--- config.mk ---
export PLATFORM = sky130hd
export DESIGN_NAME = tdc_ctrl_timebase
export DESIGN_NICKNAME = d
export VERILOG_FILES = /design/src/rtl/tdc_ctrl_pkg.sv /design/src/rtl/tdc_rst_sync.sv /design/src/rtl/tdc_ctrl_reg.sv /design/src/rtl/tdc_coarse_timebase.sv /design/src/rtl/tdc_cal_pulse.sv /design/src/rtl/tdc_ctrl_timebase.sv
export SDC_FILE = /design/constraint.sdc
export NUM_CORES = 1
export LEC_CHECK = 0
export BUFFER_PORTS_ARGS = -buffer_cell sky130_fd_sc_hd__buf_4
export CAP_MARGIN = 20
export CORE_MARGIN = 4
export CORE_UTILIZATION = 45
export DETAILED_ROUTE_END_ITERATION = 12
export HOLD_SLACK_MARGIN = 0.12
export PLACE_DENSITY = 0.78
export SYNTH_ARGS = -nofsm -noshare
export SYNTH_HDL_FRONTEND = slang
export SYNTH_HIERARCHICAL = 1
export SYNTH_SLANG_ARGS = --single-unit
export TNS_END_PERCENT = 1
--- constraint.sdc ---
create_clock -name clk -period 1.67 [get_ports clk]
set_clock_uncertainty 0.2 [all_clocks]
set_input_delay 0.0835 -clock clk [delete_from_list [all_inputs] [get_ports clk]]
set_output_delay 0.0835 -clock clk [all_outputs]
set_load 0.05 [all_outputs]
--- src/rtl/tdc_ctrl_pkg.sv ---
package tdc_ctrl_pkg;
  localparam int unsigned WORD_W    = 32;
  localparam int unsigned EXP_W     = 4;
  localparam int unsigned EXP_LSB   = 28;
  localparam int unsigned ARM_BIT   = 13;
  localparam int unsigned MODE_BIT  = 12;
  localparam int unsigned CLR_BIT   = 8;
  localparam int unsigned DBG_BIT   = 4;
  localparam int unsigned PROBE_W   = 4;

  // bits held in the control register (arm flag lives separately)
  function automatic logic [WORD_W-1:0] keep_mask();
    logic [WORD_W-1:0] m;
    m = '0;
    for (int i = 0; i < int'(EXP_W); i++) m[EXP_LSB+i] = 1'b1;
    for (int i = 0; i < int'(PROBE_W); i++) m[i] = 1'b1;
    m[MODE_BIT] = 1'b1;
    m[CLR_BIT]  = 1'b1;
    m[DBG_BIT]  = 1'b1;
    return m;
  endfunction
endpackage

--- src/rtl/tdc_rst_sync.sv ---
module tdc_rst_sync #(
  parameter int unsigned STAGES = 2
) (
  input  logic clk,
  input  logic rst_n,
  output logic srst_n
);
  logic [STAGES-1:0] sync_q;

  always_ff @(posedge clk or negedge rst_n) begin
    if (!rst_n) sync_q <= '0;
    else        sync_q <= {sync_q[STAGES-2:0], 1'b1};
  end

  assign srst_n = sync_q[STAGES-1];
endmodule

--- src/rtl/tdc_ctrl_reg.sv ---
module tdc_ctrl_reg
  import tdc_ctrl_pkg::*;
(
  input  logic              clk,
  input  logic              rst_n,
  input  logic              wr_en,
  input  logic [WORD_W-1:0] wr_data,
  input  logic              consume,
  output logic [WORD_W-1:0] ctrl_word,
  output logic              arm_pending
);
  localparam logic [WORD_W-1:0] KEEP = keep_mask();

  logic [WORD_W-1:0] word_q, word_d;
  logic              arm_q, arm_d;
  logic              word_en;

  assign word_en = wr_en;

  always_comb begin
    word_d = wr_data & KEEP;
    arm_d  = (arm_q & ~consume) | (wr_en & wr_data[ARM_BIT]);
  end

  always_ff @(posedge clk or negedge rst_n) begin
    if (!rst_n) begin
      word_q <= '0;
      arm_q  <= 1'b0;
    end else begin
      if (word_en) word_q <= word_d;
      arm_q <= arm_d;
    end
  end

  assign ctrl_word   = word_q;
  assign arm_pending = arm_q;
endmodule

--- src/rtl/tdc_coarse_timebase.sv ---
module tdc_coarse_timebase #(
  parameter int unsigned CNT_W = 11
) (
  input  logic             clk,
  input  logic             rst_n,
  input  logic             trig_in,
  input  logic             trig_block,
  input  logic             arm_pending,
  output logic             consume,
  output logic [CNT_W-1:0] count
);
  logic             trig_q;
  logic             trig_rise;
  logic [CNT_W-1:0] cnt_q, cnt_d;

  always_comb begin
    trig_rise = trig_in & ~trig_q & ~trig_block;
    consume   = trig_rise & arm_pending;
    cnt_d     = consume ? '0 : cnt_q + 1'b1;
  end

  always_ff @(posedge clk or negedge rst_n) begin
    if (!rst_n) begin
      trig_q <= 1'b0;
      cnt_q  <= '0;
    end else begin
      trig_q <= trig_in;
      cnt_q  <= cnt_d;
    end
  end

  assign count = cnt_q;
endmodule

--- src/rtl/tdc_cal_pulse.sv ---
module tdc_cal_pulse #(
  parameter int unsigned PRESCALE = 125,
  parameter int unsigned EXP_W    = 4
) (
  input  logic             clk,
  input  logic             rst_n,
  input  logic [EXP_W-1:0] exponent,
  output logic             hit
);
  localparam int unsigned PRE_W = $clog2(PRESCALE);
  localparam int unsigned DIV_W = (1 << EXP_W) - 1;
  localparam logic [PRE_W-1:0] PRE_LAST = PRE_W'(PRESCALE - 1);

  logic [PRE_W-1:0] pre_q, pre_d;
  logic [DIV_W-1:0] div_q, div_d, mask;
  logic             base_tick;
  logic             hit_q, hit_d;

  always_comb begin
    for (int i = 0; i < int'(DIV_W); i++) mask[i] = (i < int'(exponent));
  end

  always_comb begin
    base_tick = (pre_q == PRE_LAST);
    pre_d     = base_tick ? '0 : pre_q + 1'b1;
    div_d     = div_q + 1'b1;
    hit_d     = base_tick && ((div_q & mask) == mask);
  end

  always_ff @(posedge clk or negedge rst_n) begin
    if (!rst_n) begin
      pre_q <= '0;
      div_q <= '0;
      hit_q <= 1'b0;
    end else begin
      pre_q <= pre_d;
      if (base_tick) div_q <= div_d;
      hit_q <= hit_d;
    end
  end

  assign hit = hit_q;
endmodule

--- src/rtl/tdc_ctrl_timebase.sv ---
module tdc_ctrl_timebase
  import tdc_ctrl_pkg::*;
#(
  parameter int unsigned COARSE_W = 11,
  parameter int unsigned PRESCALE = 125
) (
  input  logic                clk,
  input  logic                rst_n,
  input  logic                wr_en,
  input  logic [WORD_W-1:0]   wr_data,
  output logic [WORD_W-1:0]   rd_data,
  input  logic                trig_in,
  output logic [COARSE_W-1:0] coarse_cnt,
  output logic                cal_hit,
  output logic                trigless_mode,
  output logic                debug_mode,
  output logic                stat_clear
);
  logic              srst_n;
  logic [WORD_W-1:0] ctrl_word;
  logic              arm_pending;
  logic              coarse_clr;

  tdc_rst_sync #(.STAGES(2)) u_rst (
    .clk    (clk),
    .rst_n  (rst_n),
    .srst_n (srst_n)
  );

  tdc_ctrl_reg u_reg (
    .clk         (clk),
    .rst_n       (srst_n),
    .wr_en       (wr_en),
    .wr_data     (wr_data),
    .consume     (coarse_clr),
    .ctrl_word   (ctrl_word),
    .arm_pending (arm_pending)
  );

  tdc_coarse_timebase #(.CNT_W(COARSE_W)) u_tb (
    .clk         (clk),
    .rst_n       (srst_n),
    .trig_in     (trig_in),
    .trig_block  (ctrl_word[CLR_BIT]),
    .arm_pending (arm_pending),
    .consume     (coarse_clr),
    .count       (coarse_cnt)
  );

  tdc_cal_pulse #(.PRESCALE(PRESCALE), .EXP_W(EXP_W)) u_cal (
    .clk      (clk),
    .rst_n    (srst_n),
    .exponent (ctrl_word[EXP_LSB +: EXP_W]),
    .hit      (cal_hit)
  );

  always_comb begin
    rd_data          = ctrl_word;
    rd_data[ARM_BIT] = arm_pending;
  end

  assign trigless_mode = ctrl_word[MODE_BIT];
  assign debug_mode    = ctrl_word[DBG_BIT];
  assign stat_clear    = ctrl_word[CLR_BIT];
endmodule

# == Word level (Yosys, flattened, before mapping) ==
# Index checks and enable logic that the tools add are counted.
# op_classes
addsub,3
n_lt_le_gt_ge,15
eq_ne,2
n_mux,2
n_bitwise,10
reduce_logical,1
# op_table
op,n
4-bit < comparator (first input constant),7
3-bit by 4-bit < comparator with 1-bit output (first input constant),4
15-bit by 1-bit adder with 15-bit output (second input constant),1
15-bit AND,1
15-bit == test,1
11-bit by 1-bit adder with 11-bit output (second input constant),1
11-bit two-way mux,1
1-bit by 4-bit < comparator with 1-bit output (first input constant),2
2-bit by 4-bit < comparator with 1-bit output (first input constant),2
7-bit by 1-bit adder with 7-bit output (second input constant),1
7-bit == test (second input constant),1
7-bit two-way mux,1
1-bit AND,5
1-bit inverter,3
1-bit logical AND,1
1-bit bitwise OR,1
# totals
reg_bits,49
inputBits,36
word_cells,41

# == Longest topological paths before layout ==
# logic_depth
ltp_word,7
depth_mapped,7
ltp_nobuf,6

# == Hierarchy ==
# Netlist, hierarchy kept.
# modules_own_cells
module,n_inst,cells_each,area_each_um2
tdc_cal_pulse,1,106,1131.1
tdc_ctrl_reg,1,49,643.1
tdc_coarse_timebase,1,51,540.5
tdc_rst_sync,1,3,53.8
tdc_ctrl_timebase,1,4,30.0

# == Worst setup path after synthesis ==
# Ideal clock, no wire load.
# synth_path
path_kind,reg2reg
start,reg u_tb.cnt_q[0] (netlist: u_tb/count[0])
end,reg u_tb.cnt_q[8] (netlist: u_tb/count[8])
arrival_ps,1732
required_ps,1392
slack_ps,-340
stages_incl_launch_ff,5
n_path_buf,0
synth_period_minus_slack_ps,2010
cell_sequence,dfrtp_1 > ha_1 > nand3_1 > or4_1 > a21oi_1
# synth_between
elab_chain_len,2
# synth_rtl
element,line_no,text
from (decl),tdc_coarse_timebase.sv:14,"logic [CNT_W-1:0] cnt_q, cnt_d;"
from (signal assigned),tdc_coarse_timebase.sv:28,cnt_q <= cnt_d;
11-bit by 1-bit adder with 11-bit output,tdc_coarse_timebase.sv:19,cnt_d = consume ? '0 : cnt_q + 1'b1;
11-bit two-way mux,tdc_coarse_timebase.sv:19,
net u_tb.cnt_d[8],tdc_coarse_timebase.sv:14,
# The timed path passes the listed nets, and every way through them passes these cells.
# A chain may end at the register's enable or synchronous reset.

# == Final worst setup path ==
# layout_path
start,reg u_cal.pre_q[0]
end,reg u_cal.div_q[9]
# layout_between
elab_chain_len,1
# layout_rtl
element,line_no,text
from (decl),tdc_cal_pulse.sv:14,"logic [PRE_W-1:0] pre_q, pre_d;"
from (signal assigned),tdc_cal_pulse.sv:36,pre_q <= pre_d;
7-bit == test,tdc_cal_pulse.sv:24,base_tick = (pre_q == PRE_LAST);
to (signal assigned),tdc_cal_pulse.sv:37,if (base_tick) div_q <= div_d;
to (decl),tdc_cal_pulse.sv:15,"logic [DIV_W-1:0] div_q, div_d, mask;"
# No other way between the ends.

==> metrics.json <==
{
  "busiest_layer": "met2",
  "layout.area.seq_sq_mm": 0.00124,
  "grt_use_total": 0.164,
  "timing_max_transition_violations_final": 0,
  "crit_path_start_kind": "flop",
  "overall_routed_net_length_um": 5010,
  "global_route.overflow_total": 0,
  "tritoncts_clock_tree": "yes",
  "timing.critical_path.cells": "inv_1, ha_2, and4_4, and4_4, nand3_2, xnor2_2",
  "worstPathBufferInverterCount": 1,
  "synth_warnings": 6,
  "layout.filler_cells": 382,
  "critical_path.most_common_cell": "and4_4",
  "min-delay-path-class": "flop to flop",
  "timing_worst_setup_path_type": "flop to flop",
  "crit_family": "simple AND/OR/NAND/NOR gates",
  "powerDensity_mw_per_mm2": 972,
  "hold-path-cell-count": 0,
  "layout-area-overhead-vs-synth_pct": 37.8,
  "worst_r2r_startpoint": "u_cal/pre_q[0]",
  "min_to": "u_rst/sync_q[1]",
  "grt_use_met1": 0.207,
  "outcome": "complete, but fails checks",
  "worst-path-max-fanout": 5,
  "rsz0062_at_grt": "yes",
  "core.rowCount": 26,
  "finalWorstPathRequiredPeriod_ns": 1.70,
  "timing.rr.end": "u_cal/div_q[9]",
  "pin_count": 83,
  "use_met3": 0.0310,
  "violations_in_the_final_reports": "setup timing",
  "remaining_drc_errors": 0,
  "route.detailed.vias_per_inst": 4.94,
  "drive_above_1_share": 0.360,
  "clk_latency_ns": 0.30,
  "syn-cell-area_sq_mm": 0.00239,
  "wl_per_cell_um": 13.4,
  "antenna_found_initial": 0,
  "cts_root_buf": "clkbuf_8",
  "diodes": 0,
  "hold_path_startpoint": "u_rst/sync_q[0]",
  "fmaxAchievable_ghz": 0.589,
  "clock-sinks": 49,
  "die-height_um": 80.9,
  "grt_first_pass_wirelength_um": 8420,
  "worst-r2r-setup-slack_ns": -0.03,
  "final_critical_path_setup_slack_ns": -0.0287,
  "cells_after_synthesis": 212,
  "cp_slowest_stage_delay_ns": 0.40,
  "core_area_sq_mm": 0.00514,
  "ctsHtreeMaxLevel": 2,
  "cts_clock_pin_slew_for_the_worst_setup_and_hold_paths_ns": 0.09,
  "worst_slew_margin_rel": 0.550,
  "critical_path.endpoint_type": "flop",
  "number_of_buffers_added_by_the_clock_tree_synthesis_step": 5,
  "crit_path_slowest_cell": "dfrtp_1",
  "full_die_area_sq_mm": 0.00654,
  "maxCapViolCount": 0,
  "ant_nets": 0,
  "worstPathArrival_ns": 1.69,
  "place_hpwl_um": 3240,
  "grt_pass1_vias": 1866,
  "finalSetupViolations": 5,
  "report.final.hold_viol_count": 0,
  "final.hold.worst_slack_ns": 0.159,
  "static-leakage-power_nw": 1.57,
  "vdd_ir_drop_max_v": 0.000621,
  "m2_gr_usage": 0.280,
  "portBuffers": 42,
  "largest_net_degree_at_the_start_of_global_routing": 33,
  "multiInputGateArea_sq_mm": 0.00107,
  "die-width_um": 80.9,
  "synth_area_per_cell_sq_um": 11.3,
  "final_min_period_over_clock_period": 1.02,
  "total_vias_in_the_final_route": 1841,
  "initial_utilization": 0.465,
  "rr_worst_depth": 6,
  "crit_required_ns": 1.67,
  "dr.pass1.iters": 4,
  "setup_total_negative_slack_ns": -0.0538,
  "tightestPinTransition_ns": 0.674,
  "max-clock-path-buffers": 2,
  "detail_route.iter0.violations": 103,
  "num-nets-final": 342,
  "place.gp.congestion": 0.795
}
## timing repair
action                                  CTS  global route
hold buffers                             29             0
gates resized for setup                   2            10
pin swaps                                 0             7
hold endpoints to repair                 30             0
setup buffers                             0             2
gates cloned                              0             0
endpoints found under the setup margin    8            29
## cell usage in the layout (no fill, tap or decap), types with 4 or more instances in the layout
cell type / instances
a21oi_1: 5
and3_1: 4
buf_4: 62
clkbuf_8: 7
conb_1: 21
dfrtp_1: 41
dfrtp_2: 8
dlygate4sd3_1: 28
inv_1: 7
mux2_2: 4
mux2_4: 9
nand2_1: 9
nand3_1: 9
nand4_1: 5
nor2_1: 12
o21ai_0: 11
xnor2_1: 13
xor2_1: 7
## registers in the layout, indices dropped and copies added (netlist names)
register / flops
u_reg/ctrl_word: 11
u_cal/div_q: 15
u_tb/trig_q: 1
u_rst/sync_q: 2
u_cal/pre_q: 7
u_reg/arm_pending: 1
u_cal/hit: 1
u_tb/count: 11
## stage by stage
| stage | setup WS (ns) | util | power, mW | instances | instance area (sq um) |
|---|---|---|---|---|---|
| floorplan | -0.0739 | - | 2.15 | 231 | 2490 |
| global placement | 0.00561 | 0.552 | 2.36 | 334 | 2840 |
| detailed placement | -0.0314 | 0.552 | 2.37 | 334 | 2840 |
| CTS | 0.00326 | 0.629 | 3.20 | 371 | 3230 |
| global route | -0.0808 | 0.641 | 3.37 | 373 | 3300 |
| finish | -0.0287 | 0.641 | 3.20 | 373 | 3300 |
## area by class of cell
class | instances | share of cell area
Tap cell | 70 | 0.0266
Clock buffer | 7 | 0.0292
Inverter | 7 | 0.00797
Sequential cell | 49 | 0.375
Clock inverter | 1 | 0.00152
Multi-Input combinational cell | 147 | 0.323
Timing Repair Buffer | 92 | 0.236
## routing by layer
layer  part of all wire  up-vias  wire length (um)
met2               0.52       67              2600
met1               0.40      893              2020
li1                   -      867                 -
met3              0.061       14               306
met5                  0        -                 0
met4              0.015        0                76
## how the worst max path moves through the flow
stage	slack, ns	end	depth (start not counted)	startpoint
finish	-0.03	u_cal/div_q[9]	6	u_cal/pre_q[0]
global route	-0.08	u_cal/div_q[13]	6	u_cal/pre_q[0]
CTS	0.003	u_cal/div_q[9]	6	u_cal/pre_q[0]
detailed placement	-0.03	u_cal/div_q[13]	6	u_cal/pre_q[0]
global placement	0.006	u_cal/div_q[1]	5	u_cal/pre_q[0]
floorplan	-0.07	u_tb/count[8]	4	u_tb/count[0]
## where the power goes
part | leakage, nW | internal [mW] | total (mW) | switching [mW]
clock | 0.0542 | 0.375 | 0.760 | 0.385
combinational | 0.893 | 0.358 | 1.01 | 0.653
sequential | 0.621 | 1.30 | 1.43 | 0.138
## worst register-to-register path, stage by stage (launching register included)
cell	delay [ns]
dfrtp_1	0.40
inv_1	0.07
ha_2	0.17
and4_4	0.26
and4_4	0.25
nand3_2	0.10
xnor2_2	0.15
Power figures use the tool's default switching activity.
